File: src/rtl/bitmod_pkg.sv
package bitmod_pkg;

  localparam int SEL_W = 3;

  // Strobes from the opcode decoder to the datapath
  typedef struct packed {
    logic             isTrb;      // test-and-clear against accumulator
    logic             isTsb;      // test-and-set against accumulator
    logic             isBitWr;    // single-bit clear/set
    logic             isBranch;   // branch on single bit
    logic             polarity;   // 1: set / branch-if-set, 0: clear / branch-if-clear
    logic             isBitTest;  // BIT test
    logic             isImm;      // BIT immediate form
    logic [SEL_W-1:0] bitSel;     // selected bit position
  } bitmod_ctl_t;

endpackage

File: src/rtl/bitmod_ctrl.sv
module bitmod_ctrl
  import bitmod_pkg::*;
#(
  parameter int OP_W = 8
) (
  input  logic            opValid,
  input  logic [OP_W-1:0] opcode,
  output bitmod_ctl_t     ctl
);

  localparam logic [3:0] NIB_BITWR  = 4'h7;
  localparam logic [3:0] NIB_BRANCH = 4'hF;

  logic [3:0] lowNib;
  assign lowNib = opcode[3:0];

  always_comb begin
    ctl = '0;
    ctl.bitSel   = opcode[6:4];
    ctl.polarity = opcode[7];
    if (opValid) begin
      case (opcode)
        8'h14, 8'h1C: ctl.isTrb = 1'b1;
        8'h04, 8'h0C: ctl.isTsb = 1'b1;
        8'h24, 8'h2C, 8'h34, 8'h3C: ctl.isBitTest = 1'b1;
        8'h89: begin
          ctl.isBitTest = 1'b1;
          ctl.isImm     = 1'b1;
        end
        default: begin
          ctl.isBitWr  = (lowNib == NIB_BITWR);
          ctl.isBranch = (lowNib == NIB_BRANCH);
        end
      endcase
    end
  end

endmodule

File: src/rtl/bitmod_dp.sv
module bitmod_dp
  import bitmod_pkg::*;
#(
  parameter int DATA_W = 8,
  parameter int ADDR_W = 16
) (
  input  logic              clk,
  input  logic              rstN,
  input  logic              opValid,
  input  bitmod_ctl_t       ctl,
  input  logic [DATA_W-1:0] memByte,
  input  logic [DATA_W-1:0] accByte,
  input  logic              nIn,
  input  logic              vIn,
  input  logic              zIn,
  input  logic [ADDR_W-1:0] branchTarget,
  output logic              resValid,
  output logic [DATA_W-1:0] wrData,
  output logic              wrEn,
  output logic              nOut,
  output logic              vOut,
  output logic              zOut,
  output logic              takeBranch,
  output logic [ADDR_W-1:0] branchAddr
);

  localparam int MSB = DATA_W - 1;

  logic [DATA_W-1:0] bitMask;
  logic [DATA_W-1:0] andVal;
  logic              andZero;
  logic              selBit;
  logic [DATA_W-1:0] nxtData;
  logic              nxtWe;
  logic              nxtN, nxtV, nxtZ;
  logic              nxtTake;

  // One-hot mask of the selected bit
  for (genvar g = 0; g < DATA_W; g++) begin : g_mask
    assign bitMask[g] = (ctl.bitSel == SEL_W'(g));
  end

  assign andVal  = memByte & accByte;
  assign andZero = (andVal == '0);
  assign selBit  = |(memByte & bitMask);

  always_comb begin
    nxtData = memByte;
    nxtWe   = 1'b0;
    nxtN    = nIn;
    nxtV    = vIn;
    nxtZ    = zIn;
    nxtTake = 1'b0;
    if (ctl.isTrb) begin
      nxtData = memByte & ~accByte;
      nxtWe   = 1'b1;
      nxtZ    = andZero;
    end else if (ctl.isTsb) begin
      nxtData = memByte | accByte;
      nxtWe   = 1'b1;
      nxtZ    = andZero;
    end else if (ctl.isBitWr) begin
      nxtData = ctl.polarity ? (memByte | bitMask) : (memByte & ~bitMask);
      nxtWe   = 1'b1;
    end else if (ctl.isBranch) begin
      nxtTake = (selBit == ctl.polarity);
    end else if (ctl.isBitTest) begin
      nxtZ = andZero;
      if (!ctl.isImm) begin
        nxtN = memByte[MSB];
        nxtV = memByte[MSB-1];
      end
    end
  end

  always_ff @(posedge clk) begin
    if (!rstN) begin
      resValid   <= 1'b0;
      wrData     <= '0;
      wrEn       <= 1'b0;
      nOut       <= 1'b0;
      vOut       <= 1'b0;
      zOut       <= 1'b0;
      takeBranch <= 1'b0;
      branchAddr <= '0;
    end else begin
      resValid   <= opValid;
      wrData     <= nxtData;
      wrEn       <= nxtWe;
      nOut       <= nxtN;
      vOut       <= nxtV;
      zOut       <= nxtZ;
      takeBranch <= nxtTake;
      branchAddr <= nxtTake ? branchTarget : '0;
    end
  end

endmodule

File: src/rtl/bitmod_unit.sv
module bitmod_unit
  import bitmod_pkg::*;
#(
  parameter int DATA_W = 8,
  parameter int ADDR_W = 16,
  parameter int OP_W   = 8
) (
  input  logic              clk,
  input  logic              rstN,
  input  logic              opValid,
  input  logic [OP_W-1:0]   opcode,
  input  logic [DATA_W-1:0] memByte,
  input  logic [DATA_W-1:0] accByte,
  input  logic              nIn,
  input  logic              vIn,
  input  logic              zIn,
  input  logic [ADDR_W-1:0] branchTarget,
  output logic              resValid,
  output logic [DATA_W-1:0] wrData,
  output logic              wrEn,
  output logic              nOut,
  output logic              vOut,
  output logic              zOut,
  output logic              takeBranch,
  output logic [ADDR_W-1:0] branchAddr
);

  bitmod_ctl_t ctl;

  bitmod_ctrl #(.OP_W(OP_W)) u_ctrl (
    .opValid (opValid),
    .opcode  (opcode),
    .ctl     (ctl)
  );

  bitmod_dp #(.DATA_W(DATA_W), .ADDR_W(ADDR_W)) u_dp (
    .clk          (clk),
    .rstN         (rstN),
    .opValid      (opValid),
    .ctl          (ctl),
    .memByte      (memByte),
    .accByte      (accByte),
    .nIn          (nIn),
    .vIn          (vIn),
    .zIn          (zIn),
    .branchTarget (branchTarget),
    .resValid     (resValid),
    .wrData       (wrData),
    .wrEn         (wrEn),
    .nOut         (nOut),
    .vOut         (vOut),
    .zOut         (zOut),
    .takeBranch   (takeBranch),
    .branchAddr   (branchAddr)
  );

endmodule

File: config.mk
export PLATFORM = sky130hd
export DESIGN_NAME = bitmod_unit
export DESIGN_NICKNAME = d
export VERILOG_FILES = /design/src/rtl/bitmod_pkg.sv /design/src/rtl/bitmod_ctrl.sv /design/src/rtl/bitmod_dp.sv /design/src/rtl/bitmod_unit.sv
export SDC_FILE = /design/constraint.sdc
export NUM_CORES = 1
export LEC_CHECK = 0
export ABC_AREA = 1
export ABC_CLOCK_PERIOD_IN_PS = 3100
export BUFFER_PORTS_ARGS = -buffer_cell sky130_fd_sc_hd__buf_2
export CAP_MARGIN = 40
export CORE_MARGIN = 2
export CORE_UTILIZATION = 40
export DETAILED_ROUTE_END_ITERATION = 10
export PLACE_DENSITY = 0.7
export RECOVER_POWER = 25
export SLEW_MARGIN = 20
export SYNTH_ARGS = -nofsm -noshare
export SYNTH_HDL_FRONTEND = slang
export SYNTH_SLANG_ARGS = --single-unit
File: constraint.sdc
create_clock -name clk -period 3.1 [get_ports clk]
set_input_delay 0.155 -clock clk [delete_from_list [all_inputs] [get_ports clk]]
set_output_delay 0.155 -clock clk [all_outputs]
set_load 0.1 [all_outputs]
# Yosys cells after proc, flatten, opt, wreduce, memory -nomap -nowiden

Cells that the tools add are included.

Memories kept: 0
Register bits: 30
ROM bits: 0
Bits of input ports: 46
Bits in writable memories: 0
Logic and storage cells: 78
Latch bits: 0
Output and inout port bits: 30

$add $sub $neg: 0
Shift operators: 0
Order comparisons: 0
Reduce and logical (&&, ||, !) cells: 8
Divide/modulo/power cells: 0
Muxes and demuxes: 35
Equality and inequality tests: 19
$mul: 0
Bitwise operators: 8

Operators by type and width:

| cell                 | count |
|---|---|
| $and A8 B8 Y8        | 4 |
| $eq A8 B6 Y1 const B | 4 |
| $mux W8              | 4 |
| $mux W1              | 28 |
| $eq A8 B5 Y1 const B | 2 |
| $not A8 Y8           | 2 |
| $or A8 B8 Y8         | 2 |
| $eq A3 B3 Y1 const B | 4 |
| $reduce_or A9 Y1     | 1 |
| $eq A8 B3 Y1 const B | 1 |
| $eq A8 B4 Y1 const B | 1 |
| $eq A8 B8 Y1 const B | 1 |
| $logic_not A8 Y1     | 1 |
| $reduce_or A8 Y1     | 1 |
| $eq A3 B2 Y1 const B | 2 |
| $reduce_or A5 Y1     | 1 |
| $eq A4 B3 Y1 const B | 1 |
| $eq A4 B4 Y1 const B | 1 |
| $mux W2              | 2 |
| $mux W4              | 1 |
| $reduce_or A2 Y1     | 2 |
| $eq A3 B1 Y1 const B | 1 |
| $logic_not A3 Y1     | 1 |
| $reduce_and A2 Y1    | 1 |
| $eq A1 B1 Y1         | 1 |

# Logic depth before layout (Yosys ltp)

Gate-level depths: netlist (run 1).

Word-level depth: 10
Depth in mapped cells: 11
Mapped depth without buffers: 9

# By module

Synthesis (run 1) repeated with hierarchy kept, for this count alone.

Cell total of the unflattened synthesis: 228
Area, all modules: 1664.1 sq um

Modules (own cells, without submodules):

| module      | times used | cells an instance | area an instance (sq um) | seq. area each (sq um) |
|---|---|---|---|---|
| bitmod_dp   | 1          | 196               | 1508.9                   | 600.6 |
| bitmod_ctrl | 1          | 32                | 155.1                    | 0.0 |

# Worst setup path after synthesis (run 1)

No wires, ideal clock.

Path type: input-to-reg
Start point: input port opcode[7]
End point: register u_dp.zOut
Setup time: 113 ps
Arrival: 1075 ps
Setup slack: 1912 ps
Stages: 10
Cells stage by stage: buf_2 -> inv_1 -> nand3_1 -> nor2_2 -> buf_4 -> nand3_1 -> nand3_1 -> nand2_1 -> nand2_1 -> nor2_1

Cells in the longest elaborated chain, start to end: 9
Elaborated cells between the ends (all ways): 24

Ends and longest elaborated chain:

| element                                      | RTL line          | text |
|---|---|---|
| start: declaration                           | bitmod_unit.sv:11 | `input logic [OP_W-1:0] opcode,` |
| $eq A8 B6 Y1 or $eq A8 B8 Y1 (tied branches) | bitmod_ctrl.sv:22 | `case (opcode)` |
| $reduce_or A5 Y1 (no line)                   | n/a               |  |
| $mux W1                                      | bitmod_ctrl.sv:22 |  |
| $mux W2                                      | bitmod_ctrl.sv:21 | `if (opValid) begin` |
| $mux W1                                      | bitmod_dp.sv:67   | `end else if (ctl.isBitTest) begin` |
| $mux W1                                      | bitmod_dp.sv:65   | `end else if (ctl.isBranch) begin` |
| $mux W1                                      | bitmod_dp.sv:62   | `end else if (ctl.isBitWr) begin` |
| $mux W1                                      | bitmod_dp.sv:58   | `end else if (ctl.isTsb) begin` |
| $mux W1 *                                    | bitmod_dp.sv:54   | `if (ctl.isTrb) begin` |
| end signal: assignment                       | bitmod_dp.sv:92   | `zOut <= nxtZ;` |
| end: declaration                             | bitmod_dp.sv:22   | `output logic zOut,` |

Mark *: on every way between the ends. The rest lies on a longest branch, timed or not.
A chain may end at the register's enable or synchronous reset.

# Worst setup path in the final report (run 1)

Start point: input port opValid
End point: register u_dp.wrData[3]

Cells in the longest elaborated chain, start to end: 4

Ends and longest elaborated chain:

| element                | RTL line          | text |
|---|---|---|
| start: declaration     | bitmod_unit.sv:10 | `input logic opValid,` |
| $mux W4 *              | bitmod_ctrl.sv:21 |  |
| $mux W8                | bitmod_dp.sv:62   |  |
| $mux W8                | bitmod_dp.sv:58   |  |
| $mux W8 *              | bitmod_dp.sv:54   |  |
| end signal: assignment | bitmod_dp.sv:88   | `wrData <= nxtData;` |
| end: declaration       | bitmod_dp.sv:18   | `output logic [DATA_W-1:0] wrData,` |

Marks and branches as above.

==> results of run 1 <==
==> layout make-up <==
cell class                      instances  area (µm²)
Clock buffer                            6        82.6
Tap cell                               50        62.6
Sequential cell                        30         601
Timing Repair Buffer                   75         357
Inverter                               31         116
Clock inverter                          2        12.5
Multi-Input combinational cell        164         833
Fill cell                             409        1880
==> power by group <==
group / switching (mW) / internal (mW) / total [mW]
combinational: 0.151 / 0.0496 / 0.201
sequential: 0.00229 / 0.396 / 0.398
clock: 0.149 / 0.178 / 0.327
total: 0.303 / 0.623 / 0.926
==> layer usage <==
| layer | vias up | GRT usage, % |
|---|---|---|
| li1 | 906 | - |
| met1 | 751 | 22.7 |
| met2 | 87 | 31.5 |
| met3 | 6 | 5.33 |
| met4 | 0 | 9.69 |
| met5 | - | 0 |
==> worst paths after layout <==
kind / startpoint / to / slack [ns] / cells after the start
hold / removal: branchTarget[8] / u_dp.branchAddr[8]$_SDFF_PN0_ / 0.08 / 3
setup / recovery: opValid / u_dp.wrData[3]$_SDFF_PN0_ / 1.48 / 8
==> flip-flops by register name, indices dropped and copies added (netlist names) <==
name and cells:
u_dp.vOut 1, u_dp.wrEn 1, u_dp.zOut 1, u_dp.takeBranch 1, u_dp.nOut 1, u_dp.wrData 8
u_dp.branchAddr 16, u_dp.resValid 1
==> logic make-up (layout without fill, tap and decap cells) <==
family                 Yosys count  after routing  share of synthesized area, %
buffers and inverters           42            114                          11.5
AOI/OAI and AO/OA               25             25                          9.65
DFF                             30             30                          37.1
and+or+nand+nor                139            139                          41.8
==> critical path: stages <==
cell and delay (ns):
sky130_fd_sc_hd__clkbuf_1 0.54, sky130_fd_sc_hd__nand3_1 0.17, sky130_fd_sc_hd__nor2_2 0.40, sky130_fd_sc_hd__inv_1 0.19, sky130_fd_sc_hd__nand2_1 0.09, sky130_fd_sc_hd__nand3_1 0.07
sky130_fd_sc_hd__nand2_1 0.08, sky130_fd_sc_hd__a21oi_1 0.07
==> cell usage after synthesis, drive strengths merged <==
library cell / number
nand2: 53
nor2: 38
dfxtp: 30
inv: 30
nand3: 29
a21oi: 12
buf: 9
nand4: 9
o2111ai: 7
nand3b: 6
o21ai: 4
nor3: 3
clkbuf: 2
a22o: 1
clkinv: 1
o22ai: 1
or2: 1
==> stage by stage <==
step	worst slack [ns]	hold slack, ns
4_1_cts	1.70	0.0782
6_report	1.48	0.0809
2_1_floorplan	1.91	0.253
3_3_place_gp	1.46	0.374
5_1_grt	1.34	0.0833
3_5_place_dp	1.42	0.377
==> impl_metrics.tcl, run 1 <==
set metrics [dict create \
    status "finished, final reports clean" \
    number_of_antenna_violations_at_the_first_check_in_global_routing 0 \
    post_synth_inst_count 236 \
    cts_buffer_depth 2 \
    dp.cells 350 \
    avgRoutedWirePerCell_um 11.7 \
    synth_fp_nets 282 \
    final_core_util_pct 52.4 \
    worst_slew_margin_rel_pct 22.3 \
    drc_errors 0 \
    place.gp.congestion 0.904 \
    design.die.area_um2 4580 \
    synthDominantAreaCellType "sky130_fd_sc_hd__dfxtp_1" \
    cp_data_arrival_time_ns 1.78 \
    via_count 1750 \
    mostFrequentLayoutCells "sky130_fd_sc_hd__buf_2 (60), sky130_fd_sc_hd__nand2_1 (52), sky130_fd_sc_hd__dfxtp_1 (30)" \
    grt_first_pass_wirelength_um 6570 \
    seq_total_area_yosys_pct 37.1 \
    drt_pre_antenna_iters 4 \
    timing.critical_path.to_type "register" \
    dp_hpwl_um 3140 \
    post-synth-top-area-fraction_pct 37.1 \
    initial_util_pct 41.1 \
    cts_hold_repair.buffers 0 \
    yosys_warnings 0 \
    largest_voltage_drop_on_the_vdd_net_uv 183 \
    numClockSinks 30 \
    worst_pin_slew_ns 1.17 \
    post_cts.resized_instances 0 \
    placement.cell_area_um2 1990 \
    globalRouteTotalUtil_pct 19.2 \
    first_iter_violations 45 \
    cts.reportedPaths.clkPinSlew_ns 0.07 \
    cp-start-kind "input pin" \
    post-route-min-period_ns 1.62 \
    die_width_um 67.6 \
    rsz_0062_raised_after_global_routing "no" \
    global_route.overflow_total 0 \
    highest_clock_frequency_the_design_can_meet_mhz 617 \
    placement_rows 23 \
    worst-setup-path-type "input pin to register" \
    detail_route.wirelength_um 4180 \
    timing.setup.tns_ns 0 \
    postSynthRegisterBits 30 \
    vias_per_cell 4.89 \
    route.met3.wl_um 453 \
    cts_made_buffers 5 \
    share_of_final_layout_standard_cells_stronger_than_drive_strength_1_pct 29.2 \
    route.met2.wl_um 1910 \
    layout.cells.non_filler 358 \
    min-delay-path-class "input pin to register" \
    cap_viol_max_count 0 \
    post_synth.cell_area_avg_um2 6.87 \
    most_common_library_cell_in_the_layout_ignoring_fill_and_taps "sky130_fd_sc_hd__buf_2" \
    tritoncts "yes" \
    crit_path_max_fanout 16 \
    met1Wirelength_um 1750 \
    leakagePower_nw 1.06 \
    clockRootBuffer "sky130_fd_sc_hd__clkbuf_8" \
    floorplan.core_area_um2 3940 \
    critPathRequiredTime_ns 3.26 \
    final_max_tran_viols 0 \
    tot_pwr_mw 0.926 \
    finish.net_count 353 \
    mappedNetlistArea_um2 1620 \
    synth_area_leaders "sky130_fd_sc_hd__dfxtp_1 (37%), sky130_fd_sc_hd__nand2_1 (12%), sky130_fd_sc_hd__nand3_1 (8.0%)" \
    power-per-cell-area_nw_per_um2 448 \
    grt_pass1_vias 1535 \
    final_area_um2 2060 \
    synth.distinct_cells 27 \
    setup_viol_count_final 0 \
    final_cycle_share_pct 52.3 \
    num_io_pins 76 \
    insertedDiodeCount 0 \
    pin_count_of_the_biggest_net_entering_global_routing 20 \
    drt.antenna.violating_nets 0 \
    highest_layer "met4" \
    area_growth_syn_to_fin_pct 27.4 \
    cts_htree_levels 2 \
    cts_setup_buffers 0 \
    dieHeight_um 67.6 \
    buffer_ports.inserted 75 \
    final-hold-violation-count 0 \
]
Power figures use the tool's default switching activity.
==> run 2: changes to the inputs <==
- ABC_AREA: 1 -> 0
- ABC_CLOCK_PERIOD_IN_PS: 3100 -> 1650
- PLACE_DENSITY: 0.7 -> 0.73
- clock period: 3.1 -> 1.65 ns (I/O delays scaled with it)
==> impl_metrics.tcl, run 2 <==
set metrics [dict create \
    status "finished, final reports clean" \
    die_width_um 62.6 \
    worst_path_max_delay_cell "sky130_fd_sc_hd__mux4_1" \
    critPathRequiredTime_ns 1.92 \
    grt_pass1_vias 1421 \
    cts_hold_repair.buffers 19 \
    mappedNetlistArea_um2 1370 \
    design.die.area_um2 3920 \
    worst-path-stages 5 \
    synthMostInstantiatedCell "sky130_fd_sc_hd__dfxtp_1" \
    worst_pin_slew_ns 0.541 \
    post-synth-top-area-fraction_pct 43.8 \
    cts_setup_buffers 0 \
    setup_viol_count_final 0 \
    top_regs "u_dp.branchAddr x16, u_dp.wrData x8" \
    synth_commonest_cells "sky130_fd_sc_hd__dfxtp_1 (30), sky130_fd_sc_hd__and3_1 (18), sky130_fd_sc_hd__nor2_1 (14)" \
    critical-path-top-delay-family "multiplexers" \
    post_synth_inst_count 145 \
    global_route.overflow_total 0 \
    fill_cells 288 \
    numClockSinks 30 \
    place.gp.congestion 0.927 \
    final_critical_path_setup_slack_ns 0.210 \
    clockRootBuffer "sky130_fd_sc_hd__clkbuf_4" \
    placement_rows 21 \
    highest_clock_frequency_the_design_can_meet_mhz 695 \
    grt_first_pass_wirelength_um 6810 \
    cts_buffer_depth 2 \
    globalRouteTotalUtil_pct 22.1 \
    postSynthRegisterBits 30 \
    crit_path_cell_trace "buf_2 > mux4_1 > mux2i_2 > xor2_2 > and3_1" \
    detailedPlace.worstSlack_ns -0.114 \
    cts.reportedPaths.clkPinSlew_ns 0.09 \
    mostFrequentLayoutCells "sky130_fd_sc_hd__buf_2 (70), sky130_fd_sc_hd__dfxtp_1 (30), sky130_fd_sc_hd__dlygate4sd3_1 (19)" \
    final_max_tran_viols 0 \
    cp_slowest_stage_delay_ns 0.57 \
    tritoncts "yes" \
    final_cycle_share_pct 87.3 \
    min-delay-path-class "input pin to register" \
    dp_hpwl_um 2780 \
    synth_edf_count 0 \
    leakagePower_nw 1.08 \
    floorplan.core_area_um2 3310 \
    via_count 1495 \
    dieHeight_um 62.6 \
    most_common_library_cell_in_the_layout_ignoring_fill_and_taps "sky130_fd_sc_hd__buf_2" \
    largest_voltage_drop_on_the_vdd_net_uv 497 \
    post-route-min-period_ns 1.44 \
    first_iter_violations 107 \
    power-per-cell-area_nw_per_um2 830 \
    final-hold-violation-count 0 \
    largest_register "u_dp.branchAddr" \
    finish.net_count 290 \
    cts_made_buffers 5 \
    post_synth.cell_area_avg_um2 9.47 \
    initial_util_pct 41.5 \
    crit_path_max_fanout 17 \
    cp_data_arrival_time_ns 1.71 \
    post_cts.resized_instances 0 \
    vias_per_cell 5.14 \
    rsz_0062_raised_after_global_routing "no" \
    cts_htree_levels 2 \
    avgRoutedWirePerCell_um 14.1 \
    async_reset_ff_share_pct 0 \
    largest_register_ffs 16 \
    drt.antenna.violating_nets 0 \
    synthDominantAreaCellType "sky130_fd_sc_hd__dfxtp_1" \
    yosys_warnings 0 \
    area_growth_syn_to_fin_pct 50.8 \
    timing.critical_path.to_type "register" \
    path_buf_inv 1 \
    worst-setup-path-type "input pin to register" \
    cp-start-kind "input pin" \
    detail_route.wirelength_um 4110 \
    drc_errors 0 \
    pin_count_of_the_biggest_net_entering_global_routing 18 \
    crit_end "u_dp.branchAddr[8]$_SDFF_PN0_" \
    buffer_ports.inserted 75 \
    number_of_antenna_violations_at_the_first_check_in_global_routing 0 \
    synth_flop_cell "sky130_fd_sc_hd__dfxtp_1" \
    synth_area_leaders "sky130_fd_sc_hd__dfxtp_1 (44%), sky130_fd_sc_hd__and3_1 (8.2%), sky130_fd_sc_hd__mux2i_1 (5.1%)" \
    insertedDiodeCount 0 \
    drt_pre_antenna_iters 4 \
    synth.distinct_cells 41 \
    seq_total_area_yosys_pct 43.8 \
    share_of_final_layout_standard_cells_stronger_than_drive_strength_1_pct 36.7 \
    synth_fp_nets 191 \
    cap_viol_max_count 0 \
    crit_path_launch "opcode[4]" \
    num_io_pins 76 \
    tot_pwr_mw 1.72 \
    worst_slew_margin_rel_pct 64.1 \
]
## run 2: cell families (layout without fill, tap and decap cells)
kind of cell	after synthesis	count (layout)	synth area share, %
XOR/XNOR	1	1	1.19
flip-flops	30	30	43.8
AND/OR/NAND/NOR	61	61	24.4
buffers and inverters	14	114	4.47
multiplexers	11	11	10.8
AO/OA/AOI/OAI	28	28	15.4
## run 2: report_power, final
part / internal [mW] / total, mW / switching (mW)
logic: 0.133 / 0.401 / 0.267
clock network: 0.314 / 0.569 / 0.255
registers: 0.743 / 0.748 / 0.00492
total: 1.19 / 1.72 / 0.527
## run 2: area by class of cell
type,instances,area (µm²),area share [%]
clock inverters,3,40.0,1.93
multi-input cells,101,711,34.3
well taps,46,57.6,2.78
repair buffers,101,604,29.2
clock buffers,5,37.5,1.81
inverters,5,18.8,0.907
flip-flops and latches,30,601,29.0
## run 2: worst min-delay path by stage
stage / start / to / cells past startpoint
after floorplan: opValid / u_dp.resValid$_SDFF_PN0_ / 1
after global placement: branchTarget[0] / u_dp.branchAddr[0]$_SDFF_PN0_ / 2
after detailed placement: branchTarget[10] / u_dp.branchAddr[10]$_SDFF_PN0_ / 2
after CTS: accByte[3] / u_dp.wrData[3]$_SDFF_PN0_ / 3
after global routing: memByte[0] / u_dp.wrData[0]$_SDFF_PN0_ / 3
final: memByte[0] / u_dp.wrData[0]$_SDFF_PN0_ / 3
## run 2: metal layers
layer / share of wire (%) / track usage (%)
met1: 44 / 28.3
met3: 7.7 / 4.86
met4: 1.9 / 10.6
met2: 46 / 35.5
met5: 0 / 0
## run 2: metrics by stage
| stage | util [%] | hold slack (ns) | instance area (µm²) | setup TNS, ns | cells |
|---|---|---|---|---|---|
| after floorplan | - | 0.204 | 1370 | 0 | 145 |
| after global placement | 54.8 | 0.314 | 1820 | -1.52 | 264 |
| after detailed placement | 54.8 | 0.312 | 1820 | -1.73 | 264 |
| after CTS | 62.9 | 0.0248 | 2080 | 0 | 291 |
| after global routing | 62.5 | 0.0335 | 2070 | 0 | 291 |
| final | 62.5 | 0.0416 | 2070 | 0 | 291 |
==> run 3: changes to the inputs <==
- CORE_UTILIZATION: 40 -> 35
- PLACE_DENSITY: 0.73 -> 0.66
==> impl_metrics.tcl, run 3 (synthesis results as in run 2) <==
set metrics [dict create \
    number_of_antenna_violations_at_the_first_check_in_global_routing 0 \
    cap_viol_max_count 0 \
    globalRouteTotalUtil_pct 17.4 \
    largest_register_ffs 16 \
    pin_count_of_the_biggest_net_entering_global_routing 18 \
    mostFrequentLayoutCells "sky130_fd_sc_hd__buf_2 (65), sky130_fd_sc_hd__dfxtp_1 (30), sky130_fd_sc_hd__and3_1 (18)" \
    initial_util_pct 36.9 \
    numClockSinks 30 \
    worst_path_max_delay_cell "sky130_fd_sc_hd__o31a_1" \
    final_core_util_pct 51.4 \
    worst_slew_margin_rel_pct 63.5 \
    cp_slowest_stage_delay_ns 0.31 \
    min_to "u_dp.branchAddr[6]$_SDFF_PN0_" \
    path_buf_inv 2 \
    top_regs "u_dp.branchAddr x16, u_dp.wrData x8" \
    avgRoutedWirePerCell_um 14.0 \
    status "finished, final reports clean" \
    hold_path.startpoint "branchTarget[6]" \
    final_max_tran_viols 0 \
    critPathRequiredTime_ns 1.82 \
    min-delay-path-class "input pin to register" \
    grt_first_pass_wirelength_um 5830 \
    cts_hold_repair.buffers 0 \
    cpMostUsedCell "sky130_fd_sc_hd__clkbuf_1" \
    dieHeight_um 66.6 \
    buffer_ports.inserted 75 \
    via_count 1433 \
    timing.critical_path.to_type "register" \
    insertedDiodeCount 0 \
    num_io_pins 76 \
    layout.cells.non_filler 274 \
    timing.setup.tns_ns 0 \
    final_area_um2 1910 \
    global_route.overflow_total 0 \
    grt_pass1_vias 1266 \
    largest_register "u_dp.branchAddr" \
    drt_pre_antenna_iters 4 \
    tot_pwr_mw 1.73 \
    cts_htree_levels 2 \
    design.die.area_um2 4440 \
    vias_per_cell 5.23 \
    cts_buffer_depth 2 \
    final-hold-violation-count 0 \
    worst-setup-path-type "input pin to register" \
    cts_made_buffers 5 \
    leakagePower_nw 1.01 \
    hold_critical_path_depth 2 \
    crit_path_launch "opcode[7]" \
    first_iter_violations 111 \
    finish.net_count 271 \
    place.gp.congestion 0.962 \
    tritoncts "yes" \
    area_growth_syn_to_fin_pct 39.3 \
    largest_voltage_drop_on_the_vdd_net_uv 371 \
    final_cycle_share_pct 81.8 \
    detail_route.wirelength_um 3830 \
    highest_clock_frequency_the_design_can_meet_mhz 741 \
    placement_rows 22 \
    drt.antenna.violating_nets 0 \
    cts.reportedPaths.clkPinSlew_ns 0.07 \
    drc_errors 0 \
    share_of_final_layout_standard_cells_stronger_than_drive_strength_1_pct 39.8 \
    dp.cells 266 \
    placement.cell_area_um2 1830 \
    dp_hpwl_um 2920 \
    post-route-min-period_ns 1.35 \
    clockRootBuffer "sky130_fd_sc_hd__clkbuf_8" \
    crit_path_max_fanout 8 \
    crit_path_cell_trace "clkbuf_1 > nand4bb_1 > nor3_1 > clkbuf_1 > a21oi_1 > o31a_1" \
    setup_viol_count_final 0 \
    worst_pin_slew_ns 0.550 \
    die_width_um 66.6 \
    most_common_library_cell_in_the_layout_ignoring_fill_and_taps "sky130_fd_sc_hd__buf_2" \
    power-per-cell-area_nw_per_um2 905 \
    floorplan.core_area_um2 3720 \
    cts_setup_buffers 0 \
    rsz_0062_raised_after_global_routing "no" \
    critical-path-top-delay-family "simple AND/OR/NAND/NOR gates" \
    post_cts.resized_instances 0 \
    cp_data_arrival_time_ns 1.52 \
    cp-start-kind "input pin" \
]
## run 3: power by group
part	internal [mW]	switching, mW
Sequential	0.744	0.00397
Combinational	0.119	0.266
Clock	0.336	0.263
## run 3: per-layer routing
metal	routed length (µm)	up-vias	track usage [%]
li1	-	706	-
met1	1740	641	22.4
met2	1610	78	27.4
met3	413	8	5.74
met4	65	0	5.87
met5	0	-	0
## run 3: worst max path at each step
stage,depth (start not counted),end,slack (ns)
floorplan,5,u_dp.wrData[7]$_SDFF_PN0_,0.19
global placement,6,u_dp.branchAddr[0]$_SDFF_PN0_,0.11
detailed placement,6,u_dp.branchAddr[9]$_SDFF_PN0_,0.05
CTS,6,u_dp.branchAddr[9]$_SDFF_PN0_,0.33
global route,6,u_dp.wrData[6]$_SDFF_PN0_,0.23
finish,6,u_dp.wrData[7]$_SDFF_PN0_,0.30
## run 3: cell type report
type | count | area, µm²
Fill cell | 380 | 1800
Clock buffer | 7 | 86.3
Multi-Input combinational cell | 101 | 711
Tap cell | 48 | 60.1
Timing Repair Buffer | 82 | 430
Clock inverter | 1 | 5.00
Inverter | 5 | 18.8
Sequential cell | 30 | 601
## run 3: metrics by stage
step                worst slack, ns  hold slack [ns]
floorplan                     0.194            0.204
global placement              0.107            0.311
detailed placement           0.0508            0.312
CTS                           0.334           0.0267
global route                  0.231           0.0295
finish                        0.300           0.0338
